--- src/rtl/pca_pkg.sv ---
package pca_pkg;

  // Number of lookahead groups for a given width and radix.
  function automatic int unsigned grp_count(input int unsigned width, input int unsigned radix);
    return (width + radix - 1) / radix;
  endfunction

  // Per-bit setup signals.
  typedef struct packed {
    logic gen;
    logic xmit;
    logic half;
  } bit_sig_t;

endpackage

--- src/rtl/pca_bit_prep.sv ---
module pca_bit_prep #(
  parameter int unsigned W = 32
) (
  input  logic [W-1:0] opa,
  input  logic [W-1:0] opb,
  output logic [W-1:0] gen,
  output logic [W-1:0] xmit,
  output logic [W-1:0] half
);
  import pca_pkg::*;

  for (genvar i = 0; i < W; i++) begin : g_bit
    bit_sig_t s;
    always_comb begin
      s.gen  = opa[i] & opb[i];
      s.xmit = opa[i] | opb[i];
      s.half = opa[i] ^ opb[i];
    end
    assign gen[i]  = s.gen;
    assign xmit[i] = s.xmit;
    assign half[i] = s.half;
  end

endmodule

--- src/rtl/pca_group.sv ---
module pca_group #(
  parameter int unsigned K = 4
) (
  input  logic [K-1:0] gen,
  input  logic [K-1:0] xmit,
  input  logic         xmit_below,  // transmit of the bit just under this group
  input  logic         h_in,        // pseudo-carry of the bit just under this group
  output logic [K-1:0] h_out
);

  logic [K-1:0] h_loc;   // pseudo-carries with no input from below
  logic [K-1:0] t_pre;   // transmit prefix products starting at the bit below

  if (K == 4) begin : g_r4
    // Flat radix-4 terms; g implies t, so the t on a generated bit drops out.
    always_comb begin
      h_loc[0] = gen[0];
      h_loc[1] = gen[1] | gen[0];
      h_loc[2] = gen[2] | gen[1] | (xmit[1] & gen[0]);
      h_loc[3] = gen[3] | gen[2] | (xmit[2] & gen[1]) | (xmit[2] & xmit[1] & gen[0]);
    end
  end else begin : g_rn
    always_comb begin
      h_loc[0] = gen[0];
      for (int j = 1; j < K; j++) begin
        h_loc[j] = gen[j] | (xmit[j-1] & h_loc[j-1]);
      end
    end
  end

  always_comb begin
    t_pre[0] = xmit_below;
    for (int j = 1; j < K; j++) begin
      t_pre[j] = t_pre[j-1] & xmit[j-1];
    end
  end

  for (genvar j = 0; j < K; j++) begin : g_out
    assign h_out[j] = h_loc[j] | (t_pre[j] & h_in);
  end

endmodule

--- src/rtl/pca_pseudo_carry.sv ---
module pca_pseudo_carry #(
  parameter int unsigned W     = 32,
  parameter int unsigned RADIX = 4
) (
  input  logic [W-1:0] gen,
  input  logic [W-1:0] xmit,
  output logic [W-1:0] hcar
);
  import pca_pkg::*;

  localparam int unsigned NG = grp_count(W, RADIX);

  for (genvar k = 0; k < NG; k++) begin : g_grp
    localparam int unsigned BASE = k * RADIX;
    logic t_below;
    logic h_below;
    if (k == 0) begin : g_first
      assign t_below = 1'b0;
      assign h_below = 1'b0;
    end else begin : g_next
      assign t_below = xmit[BASE-1];
      assign h_below = hcar[BASE-1];
    end
    pca_group #(.K(RADIX)) u_grp (
      .gen       (gen[BASE +: RADIX]),
      .xmit      (xmit[BASE +: RADIX]),
      .xmit_below(t_below),
      .h_in      (h_below),
      .h_out     (hcar[BASE +: RADIX])
    );
  end

endmodule

--- src/rtl/pca_sum.sv ---
module pca_sum #(
  parameter int unsigned W = 32
) (
  input  logic [W-1:0] half,
  input  logic [W-1:0] xmit,
  input  logic [W-1:0] hcar,
  output logic [W-1:0] sum,
  output logic         cout
);

  logic [W:0] carry;  // true carry into each position

  assign carry[0] = 1'b0;
  for (genvar i = 1; i <= W; i++) begin : g_car
    assign carry[i] = xmit[i-1] & hcar[i-1];
  end

  assign sum  = half ^ carry[W-1:0];
  assign cout = carry[W];

endmodule

--- src/rtl/pcarry_adder.sv ---
module pcarry_adder #(
  parameter int unsigned W     = 32,
  parameter int unsigned RADIX = 4
) (
  input  logic         clk,
  input  logic         rst,
  input  logic [W-1:0] opa,
  input  logic [W-1:0] opb,
  output logic [W-1:0] sum_q,
  output logic         cout_q
);

  logic [W-1:0] gen, xmit, half, hcar, sum_c;
  logic         cout_c;

  pca_bit_prep #(.W(W)) u_prep (
    .opa (opa),
    .opb (opb),
    .gen (gen),
    .xmit(xmit),
    .half(half)
  );

  pca_pseudo_carry #(.W(W), .RADIX(RADIX)) u_hc (
    .gen (gen),
    .xmit(xmit),
    .hcar(hcar)
  );

  pca_sum #(.W(W)) u_sum (
    .half(half),
    .xmit(xmit),
    .hcar(hcar),
    .sum (sum_c),
    .cout(cout_c)
  );

  always_ff @(posedge clk) begin
    if (rst) begin
      sum_q  <= '0;
      cout_q <= 1'b0;
    end else begin
      sum_q  <= sum_c;
      cout_q <= cout_c;
    end
  end

endmodule

--- config.mk ---
export PLATFORM = sky130hd
export DESIGN_NAME = pcarry_adder
export DESIGN_NICKNAME = d
export VERILOG_FILES = /design/src/rtl/pca_pkg.sv /design/src/rtl/pca_bit_prep.sv /design/src/rtl/pca_group.sv /design/src/rtl/pca_pseudo_carry.sv /design/src/rtl/pca_sum.sv /design/src/rtl/pcarry_adder.sv
export SDC_FILE = /design/constraint.sdc
export NUM_CORES = 1
export LEC_CHECK = 0
export BUFFER_PORTS_ARGS = -buffer_cell sky130_fd_sc_hd__buf_2
export CORE_MARGIN = 3
export CORE_UTILIZATION = 25
export DETAILED_ROUTE_END_ITERATION = 7
export SYNTH_ARGS = -nofsm -noshare
export SYNTH_HDL_FRONTEND = slang
export SYNTH_HIERARCHICAL = 1
export SYNTH_SLANG_ARGS = --single-unit
--- constraint.sdc ---
create_clock -name clk -period 8.56 [get_ports clk]
set_input_delay 0.856 -clock clk [delete_from_list [all_inputs] [get_ports clk]]
set_output_delay 0.856 -clock clk [all_outputs]
set_load 0.01 [all_outputs]
==> results of run 1 <==
-- how the worst min path moves through the flow --
stage,slack [ns],endpoint,from,cells after the start
detailed placement,1.25,sum_q[28],sum_q[28],1
finish,1.01,sum_q[0],opb[0],4
global placement,1.25,sum_q[13],sum_q[13],1
floorplan,0.93,cout_q,rst,1
global route,1.04,sum_q[0],opb[0],4
CTS,1.02,sum_q[0],opb[0],4
-- cell usage in the layout, fill, tap and decap left out, drive strengths merged --
| cell type | n |
|---|---|
| a211o | 16 |
| a21o | 8 |
| a311o | 8 |
| a31o | 8 |
| and2 | 1 |
| buf | 98 |
| clkbuf | 6 |
| clkinv | 2 |
| conb | 6 |
| dfxtp | 33 |
| ha | 64 |
| inv | 96 |
| nand2 | 31 |
| nor2b | 33 |
| o21a | 8 |
| xnor2 | 31 |
-- layout make-up --
class	count	area, sq um	share of cell area (%)
timing repair buffer	98	490.5	13.37
tap	140	175.2	4.773
clock buffer	6	128.9	3.512
inverter	96	360.3	9.819
sequential	33	660.6	18.00
clock inverter	2	10.01	0.2728
multi-input combinational	214	1844	50.26
-- flip-flops by register name (all words and copies together), names as in the netlist --
signal  flops
cout_q      1
sum_q      32
-- layer usage --
layer	part of all wire, %	GRT usage (%)	up-vias
met1	46	11.50	1064
met4	0.34	1.683	0
met3	7.0	2.781	2
met2	47	16.67	62
li1	-	-	1258
met5	0	0	-
-- metrics by stage --
step,std cells,setup WS (ns)
after detailed placement,581,1.743
after global placement,581,1.849
final,589,2.035
after CTS,589,2.039
after global routing,589,1.833
after floorplan,347,2.212
-- worst max-delay path, cell delays in order --
cell and delay (ns):
buf_2 0.11, ha_1 0.22, a311o_2 0.37, a211o_1 0.30
a311o_2 0.34, a211o_1 0.32, a311o_2 0.34, a211o_1 0.31
a311o_2 0.34, a211o_1 0.31, a311o_2 0.35, a211o_1 0.32
a311o_2 0.35, a211o_1 0.31, a311o_2 0.34, a211o_1 0.31
a311o_2 0.34, a211o_1 0.25, and2_1 0.13, nor2b_1 0.12
-- cells by family (layout without fill, tap and decap cells) --
group	count (synthesis)	in the layout	synth area share [%]
compound gates	48	48	14.62
xor+xnor	31	31	9.439
fa+ha+maj	64	64	27.84
buf+inv	100	202	13.57
flops	33	33	22.97
other cells	1	6	0.1304
simple gates	65	65	11.44
-- power by group through the flow --
stage          logic, W  registers, W  clock network [W]
6_report       0.000176      0.000180           0.000171
2_1_floorplan  0.000109      0.000195                  0
3_5_place_dp   0.000178      0.000184                  0
4_1_cts        0.000179      0.000181           0.000183
5_1_grt        0.000198      0.000183           0.000185
3_3_place_gp   0.000175      0.000183                  0
==> metrics, run 1 <==
P_leak 2.156 nW; Final Instance Area 3670 sq um; worst slew pin tran 0.6546 ns; sw frac 29.05%; largest cells by area after synthesis ha_1 (28%), dfxtp_1 (23%), inv_1 (13%), xnor2_1 (9.4%), nor2b_1 (7.2%); register share of total power 34.2%; DRT Pass-1 Iters 4; largest net degree at the start of global routing 34; Placed Area 3531 sq um; top-count cell post-synth inv_1; Die H 113.3 microns; final hold vios 0; HP Class input port to register; run status complete, no violations; Reg clk slew, reported paths 0.05 ns; Iteration-0 DRC Markers 41; CP startpoint opa[1]; Nets 578; startpoint types input port; final setup fails 0; most frequent cells after synthesis inv_1 (96), ha_1 (64), dfxtp_1 (33), nor2b_1 (33); period utilization 76.23%; Seq/Total Area, Yosys 22.97%; Root Buffer clkbuf_16; syn_area_per_cell 8.411 sq um; gr usage total 9.453%; synth warn 6; TritonCTS Buffers 5; Synth Flop Type dfxtp_1; flops & latches, synth 33; area growth from synthesis to layout 27.58%; sw power 0.0001534 W; Yosys top cell area share 27.84%; initial core utilization 26.08%; IO Port Bufs 98; Placement Rows 38; Core Util, Final 33.27%; critical path class input port to register; ratio of cells with drive above 1 in the final layout 26.95%; Synth area leader ha_1; core footprint 11030 sq um; drt drc 0; setup TNS 0 ns; data required time of the worst path 8.69 ns; Max Cap Violations 0; # H-tree levels 2; initial antenna violation count 0; cell-internal power 0.0003746 W; vias in the first global route 2388; die area 12830 sq um; EDFF count, synth 0; cells after synthesis 342; Post-CTS Hold Fix Bufs 0; Critical Path Sink cout_q; pwr dens 143.9 nW/um^2; Max Clk Rate 0.1533 GHz; TritonCTS clock tree built; total number of vias 2386; number of I/O pins 99; synthesized area 2877 sq um; total power 0.0005280 W; fin crit period 6.525 ns; CTS max path bufs 2; unrepaired setup endpoints after global routing no; drt wl/cell 10.38 microns; Max rail drop VDD 0.07613 mV; Die W 113.3 microns; Post-CTS Setup Bufs 0; WL final 6113 microns; worst-path maximum fanout 4; distinct cell type count after synthesis 14; worst path arrival time 6.66 ns; FFs w/ async S/R, synth 0%; # fillers 1172; crit path capture type register; routability cong. 0.7343; worst rel slew slack 56.36%; Avg Vias per Cell 4.051; Hold WS 1.006 ns; Final ANT Viol Nets 0; Resized cells post-CTS 0; detailed placement HPWL 5238 microns; fin. max-slew vios 0; gr ovfl total 0; antenna cells 0; clock power share 32.4%; first-pass GRT wire length 10060 microns; Logic pwr share 33.4%; clk sink count 33
Power figures use the tool's default switching activity.
==> run 2, diff against run 1 <==
==> constraint.sdc (replaced) <==
create_clock -name clk -period 5.4 [get_ports clk]
set_input_delay 0.54 -clock clk [delete_from_list [all_inputs] [get_ports clk]]
set_output_delay 0.54 -clock clk [all_outputs]
set_load 0.01 [all_outputs]
==> run 2 against run 1 <==
Compared with the run above: the run now ends with setup timing left; worst hold slack got worse by 0.34 ns; via count rose by 3.2%; cell area up 5.4%; critical path type unchanged; critical endpoint unchanged; largest cell class unchanged; highest routed layer is now met5.
==> metrics, run 2 (same netlist as run 1, synthesis figures left out) <==
run status finished, violations left; failing checks setup timing; most common cell after layout, fill and taps aside inv_1; Logic pwr share 33.8% (+0.4 points); clock power share 34.2% (+1.8 points); Core Util, Final 35.07% (+1.8 points); initial core utilization 26.08% (unchanged); unrepaired setup endpoints after global routing yes; worst-path maximum fanout 4 (unchanged); Reg clk slew, reported paths 0.06 ns (about the same); die area 12830 sq um (unchanged); largest net degree at the start of global routing 34 (unchanged); # H-tree levels 2 (unchanged); # fillers 1153 (-1.6%); clk sink count 33 (unchanged); crit path capture type register; Root Buffer clkbuf_16; Die W 113.3 microns (unchanged); routability cong. 0.7414 (+0.97%); period utilization 108.8%; vias in the first global route 2452 (+2.7%); area growth from synthesis to layout 34.49%; drt drc 0 (unchanged); Largest regs sum_q: 32 flops, cout_q: 1 flops; Final ANT Viol Nets 0 (unchanged); worst path arrival time 6.01 ns (-0.65 ns); Reg area 660.6 sq um (unchanged); antenna cells 0 (unchanged); TritonCTS Buffers 5 (unchanged); pwr dens 229.6 nW/um^2 (+60%); P_leak 2.254 nW (+4.6%); initial antenna violation count 1 (+1); Iteration-0 DRC Markers 48 (+17%); Final WS setup -0.4739 ns (-2.509 ns); number of I/O pins 99 (unchanged); Placement Rows 38 (unchanged); first-pass GRT wire length 10360 microns (+2.9%); setup TNS -1.350 ns (-1.350 ns); WL final 6372 microns (+4.2%); gr ovfl total 0 (unchanged); HP Class input port to register; final setup fails 5 (+5); max FFs per register 32 (unchanged); detailed placement HPWL 5295 microns (+1.1%); fin. max-slew vios 0 (unchanged); worst slew pin tran 0.6860 ns (+0.03149 ns); Die H 113.3 microns (unchanged); final hold vios 0 (unchanged); sw frac 28.49% (-0.56 points); register share of total power 32.0% (-2.2 points); pre-CTS WS -0.9556 ns (-2.698 ns); data required time of the worst path 5.54 ns (-3.15 ns); critical path class input port to register; total number of vias 2463 (+3.2%); Nets 595 (+2.9%); CTS max path bufs 2 (unchanged); Max rail drop VDD 0.1490 mV (+96%); Max Clk Rate 0.1702 GHz; fin crit period 5.874 ns; ratio of cells with drive above 1 in the final layout 30.69% (+3.7 points); DRT Pass-1 Iters 4 (unchanged); Post-CTS Hold Fix Bufs 0 (unchanged); Biggest register sum_q; commonest cells after routing, fill and taps aside inv_1 (96), buf_2 (95), ha_1 (62); startpoint types input port; Max Cap Violations 0 (unchanged); drt wl/cell 10.51 microns (+1.3%); cell-internal power 0.0006353 W (+70%); worst rel slew slack 54.26% (-2.1 points); Avg Vias per Cell 4.064 (+0.33%); IO Port Bufs 98 (unchanged); core footprint 11030 sq um (unchanged); gr usage total 9.871% (+0.42 points); sw power 0.0002531 W (+65%); TritonCTS clock tree built; area of the multi-input gates 1874 sq um (+1.6%)
run 2: cell types whose count changed in the layout (fill, tap and decap cells not counted), moves of 2 or more:
cell	before	now
buf_2	98	95
buf_4	0	17
buf_6	0	2
clkbuf_8	0	2
ha_1	64	62
ha_4	0	2
run 2: worst max-delay path, stage by stage:
cell     delay, ns
buf_8         0.10
ha_4          0.15
a311o_2       0.36
a211o_1       0.28
a311o_2       0.34
a211o_1       0.29
a311o_2       0.33
a211o_1       0.28
a311o_2       0.33
a211o_1       0.28
a311o_2       0.33
a211o_1       0.29
a311o_2       0.34
a211o_1       0.28
a311o_2       0.33
a211o_1       0.31
a311o_2       0.34
a211o_1       0.26
and2_1        0.13
nor2b_1       0.12
run 2: per-layer routing:
layer,vias to the layer above,GRT usage (%),wire [microns]
met3,12,3.957,454
met4,2,3.125,78
met1,1088,11.30,2843
li1,1295,-,-
met5,-,0,9
met2,66,16.82,2987
run 2: through the flow:
step                 power, W  instances  area [sq um]  hold slack [ns]
floorplan           0.0004815        347          2910           0.6116
global placement    0.0005738        589          3606           0.9356
detailed placement  0.0005794        589          3606           0.9352
CTS                 0.0009121        604          3841           0.6745
global route        0.0009579        606          3869           0.6916
finish              0.0008884        606          3869           0.6691
run 2: worst paths after layout:
| check | cells after the start | from | end | slack (ns) |
|---|---|---|---|---|
| setup / recovery | 20 | opa[1] | cout_q | -0.47 |
| hold / removal | 4 | opa[0] | sum_q[0] | 0.67 |
run 2: cell type report:
| class | instances | share of cell area (%) |
|---|---|---|
| tap | 140 | 4.528 |
| inverter | 96 | 9.314 |
| clock inverter | 1 | 0.1294 |
| clock buffer | 7 | 3.946 |
| sequential | 33 | 17.08 |
| timing repair buffer | 115 | 16.56 |
| multi-input combinational | 214 | 48.45 |
run 2: repair_timing:
action,4_1_cts,5_1_grt
endpoints found under the setup margin,5,6
pin swaps,4,4
buffers inserted,7,2
gates resized for setup,4,4
cloned,0,0
run 2: power by group through the flow:
stage | clock network (W) | registers [W] | logic (W)
floorplan | 0 | 0.000309 | 0.000172
global placement | 0 | 0.000290 | 0.000284
detailed placement | 0 | 0.000290 | 0.000289
CTS | 0.000325 | 0.000285 | 0.000302
global route | 0.000334 | 0.000289 | 0.000336
finish | 0.000304 | 0.000285 | 0.000300
==> run 3, diff against run 2 <==
--- a/config.mk
+++ b/config.mk
@@ -9,6 +9,7 @@
 export CORE_MARGIN = 3
 export CORE_UTILIZATION = 25
 export DETAILED_ROUTE_END_ITERATION = 7
+export REMOVE_ABC_BUFFERS = 1
 export SYNTH_ARGS = -nofsm -noshare
 export SYNTH_HDL_FRONTEND = slang
 export SYNTH_HIERARCHICAL = 1
==> run 3 against run 2 <==
Compared with the run above: the run still ends with setup timing left; routed wire length is 0.39% lower; power is 2.1% lower; maximum frequency is 1.0% lower; core utilization is 0.079 points lower; clock-buffer cell count stayed put; sequential cell count stayed put; non-clock buffer count stayed put; first-iteration DRC count is 21% lower; critical path type unchanged; critical endpoint unchanged; largest power group is now combinational logic; highest routed layer is now met4.
==> metrics, run 3 (same netlist as run 1, synthesis figures left out) <==
run status finished, violations left; failing checks setup timing; WL final 6347 microns (-0.39%); Max Cap Violations 0 (unchanged); # H-tree levels 2 (unchanged); final hold vios 0 (unchanged); Max Clk Rate 0.1685 GHz (-1.0%); Placed Area 3598 sq um (-0.21%); post-route insts no fill 605 (-0.17%); worst path arrival time 6.07 ns (+0.06 ns); first-pass GRT wire length 10650 microns (+2.9%); gr ovfl total 0 (unchanged); fin crit period 5.934 ns (+0.05960 ns); slowest stage delay, CP 0.36 ns (about the same); period utilization 109.9% (+1.1 points); Biggest register sum_q; IO Port Bufs 98 (unchanged); clk sink count 33 (unchanged); P_leak 2.251 nW (-0.14%); ratio of cells with drive above 1 in the final layout 30.97% (+0.28 points); # fillers 1191 (+3.3%); Reg clk slew, reported paths 0.05 ns (about the same); data required time of the worst path 5.54 ns (about the same); TritonCTS clock tree built; crit-path cells buf_6 > ha_4 > a311o_2 > a211o_1 > a311o_2 > a211o_1 > a311o_2 > a211o_1 > a311o_2 > a211o_1 > a311o_2 > a211o_1 > a311o_2 > a211o_1 > a311o_2 > a211o_1 > a311o_2 > a211o_1 > and2_4 > nor2b_4; Post-CTS Hold Fix Bufs 0 (unchanged); worst rel slew slack 53.08% (-1.2 points); core footprint 11030 sq um (unchanged); Final WS setup -0.5335 ns (-0.05960 ns); HP Class input port to register; slowest cell on the critical path a311o_2; gr usage total 9.980% (+0.11 points); startpoint types input port; number of I/O pins 99 (unchanged); max FFs per register 32 (unchanged); drt drc 0 (unchanged); Iteration-0 DRC Markers 38 (-21%); Placement Rows 38 (unchanged); DRT Pass-1 Iters 4 (unchanged); Nets 595 (unchanged); Die W 113.3 microns (unchanged); worst slew pin tran 0.7038 ns (+0.01779 ns); Avg Vias per Cell 4.073 (+0.21%); area of the multi-input gates 1887 sq um (+0.67%); die area 12830 sq um (unchanged); Largest regs sum_q: 32 flops, cout_q: 1 flops; vias in the first global route 2502 (+2.0%); final setup fails 5 (unchanged); Max rail drop VDD 0.1025 mV (-31%); antenna cells 0 (unchanged); routability cong. 0.7740 (+4.4%); unrepaired setup endpoints after global routing yes; pre-CTS WS -1.090 ns (-0.1344 ns); CTS max path bufs 2 (unchanged); TritonCTS Buffers 5 (unchanged); detailed placement HPWL 5378 microns (+1.6%); total number of vias 2464 (+0.041%); largest net degree at the start of global routing 34 (unchanged); setup TNS -1.578 ns (-0.2272 ns); crit path capture type register; initial antenna violation count 0 (-1); Root Buffer clkbuf_16; critical path class input port to register; initial core utilization 26.08% (unchanged); Final ANT Viol Nets 0 (unchanged); commonest cells after routing, fill and taps aside buf_2 (96), inv_1 (96), ha_1 (62); drt wl/cell 10.49 microns (-0.23%); worst-path maximum fanout 4 (unchanged); Die H 113.3 microns (unchanged); area growth from synthesis to layout 34.19%; Final Instance Area 3860 sq um (-0.23%); fin. max-slew vios 0 (unchanged); post-placement cell count 590 (+0.17%); Reg area 660.6 sq um (unchanged); pwr dens 225.2 nW/um^2 (-1.9%)
==> run 3: through the flow <==
step           hold slack (ns)  util, %  total power [W]
5_1_grt                 0.7292    34.99        0.0009330
3_5_place_dp            0.9370    32.62        0.0005805
3_3_place_gp            0.9369    32.62        0.0005757
2_1_floorplan           0.6116        -        0.0004765
6_report                0.6920    34.99        0.0008694
4_1_cts                 0.6877    34.60        0.0008820
==> run 3: repair_timing <==
| item | CTS | global route |
|---|---|---|
| buffers inserted | 5 | 3 |
| endpoints found under the setup margin | 6 | 6 |
| resized for setup | 7 | 6 |
| pin swaps | 6 | 3 |
| hold endpoints to repair | 0 | 0 |
==> run 3: layout make-up <==
| type | instances | area share [%] |
|---|---|---|
| clock buffer | 7 | 3.695 |
| multi-input combinational | 214 | 48.88 |
| tap | 140 | 4.538 |
| sequential | 33 | 17.12 |
| inverter | 96 | 9.336 |
| timing repair buffer | 115 | 16.43 |
==> run 3: final timing paths <==
| kind | startpoint | end | slack [ns] | cells past startpoint |
|---|---|---|---|---|
| worst max-delay path | opb[1] | cout_q | -0.53 | 20 |
| worst min-delay path | opb[0] | sum_q[0] | 0.69 | 4 |
==> run 3: power by group <==
group | leakage, nW | switching [W] | internal (W)
clock network | 0.0700 | 0.000102 | 0.000181
logic | 1.91 | 0.000136 | 0.000163
registers | 0.275 | 0.00000870 | 0.000277
==> run 3: metal layers <==
layer	routed length [microns]	vias up	GRT usage (%)
met5	0	-	0
met4	17	0	2.163
met3	298	2	2.086
met2	3261	46	18.92
met1	2770	1126	11.41
li1	-	1290	-
==> run 3: critical path, delay by kind of cell <==
kind	cells	cell delay [ns]
adders and majority gates	1	0.15
buffers and inverters	1	0.10
and+or+nand+nor	2	0.25
AOI/OAI and AO/OA	16	5.02
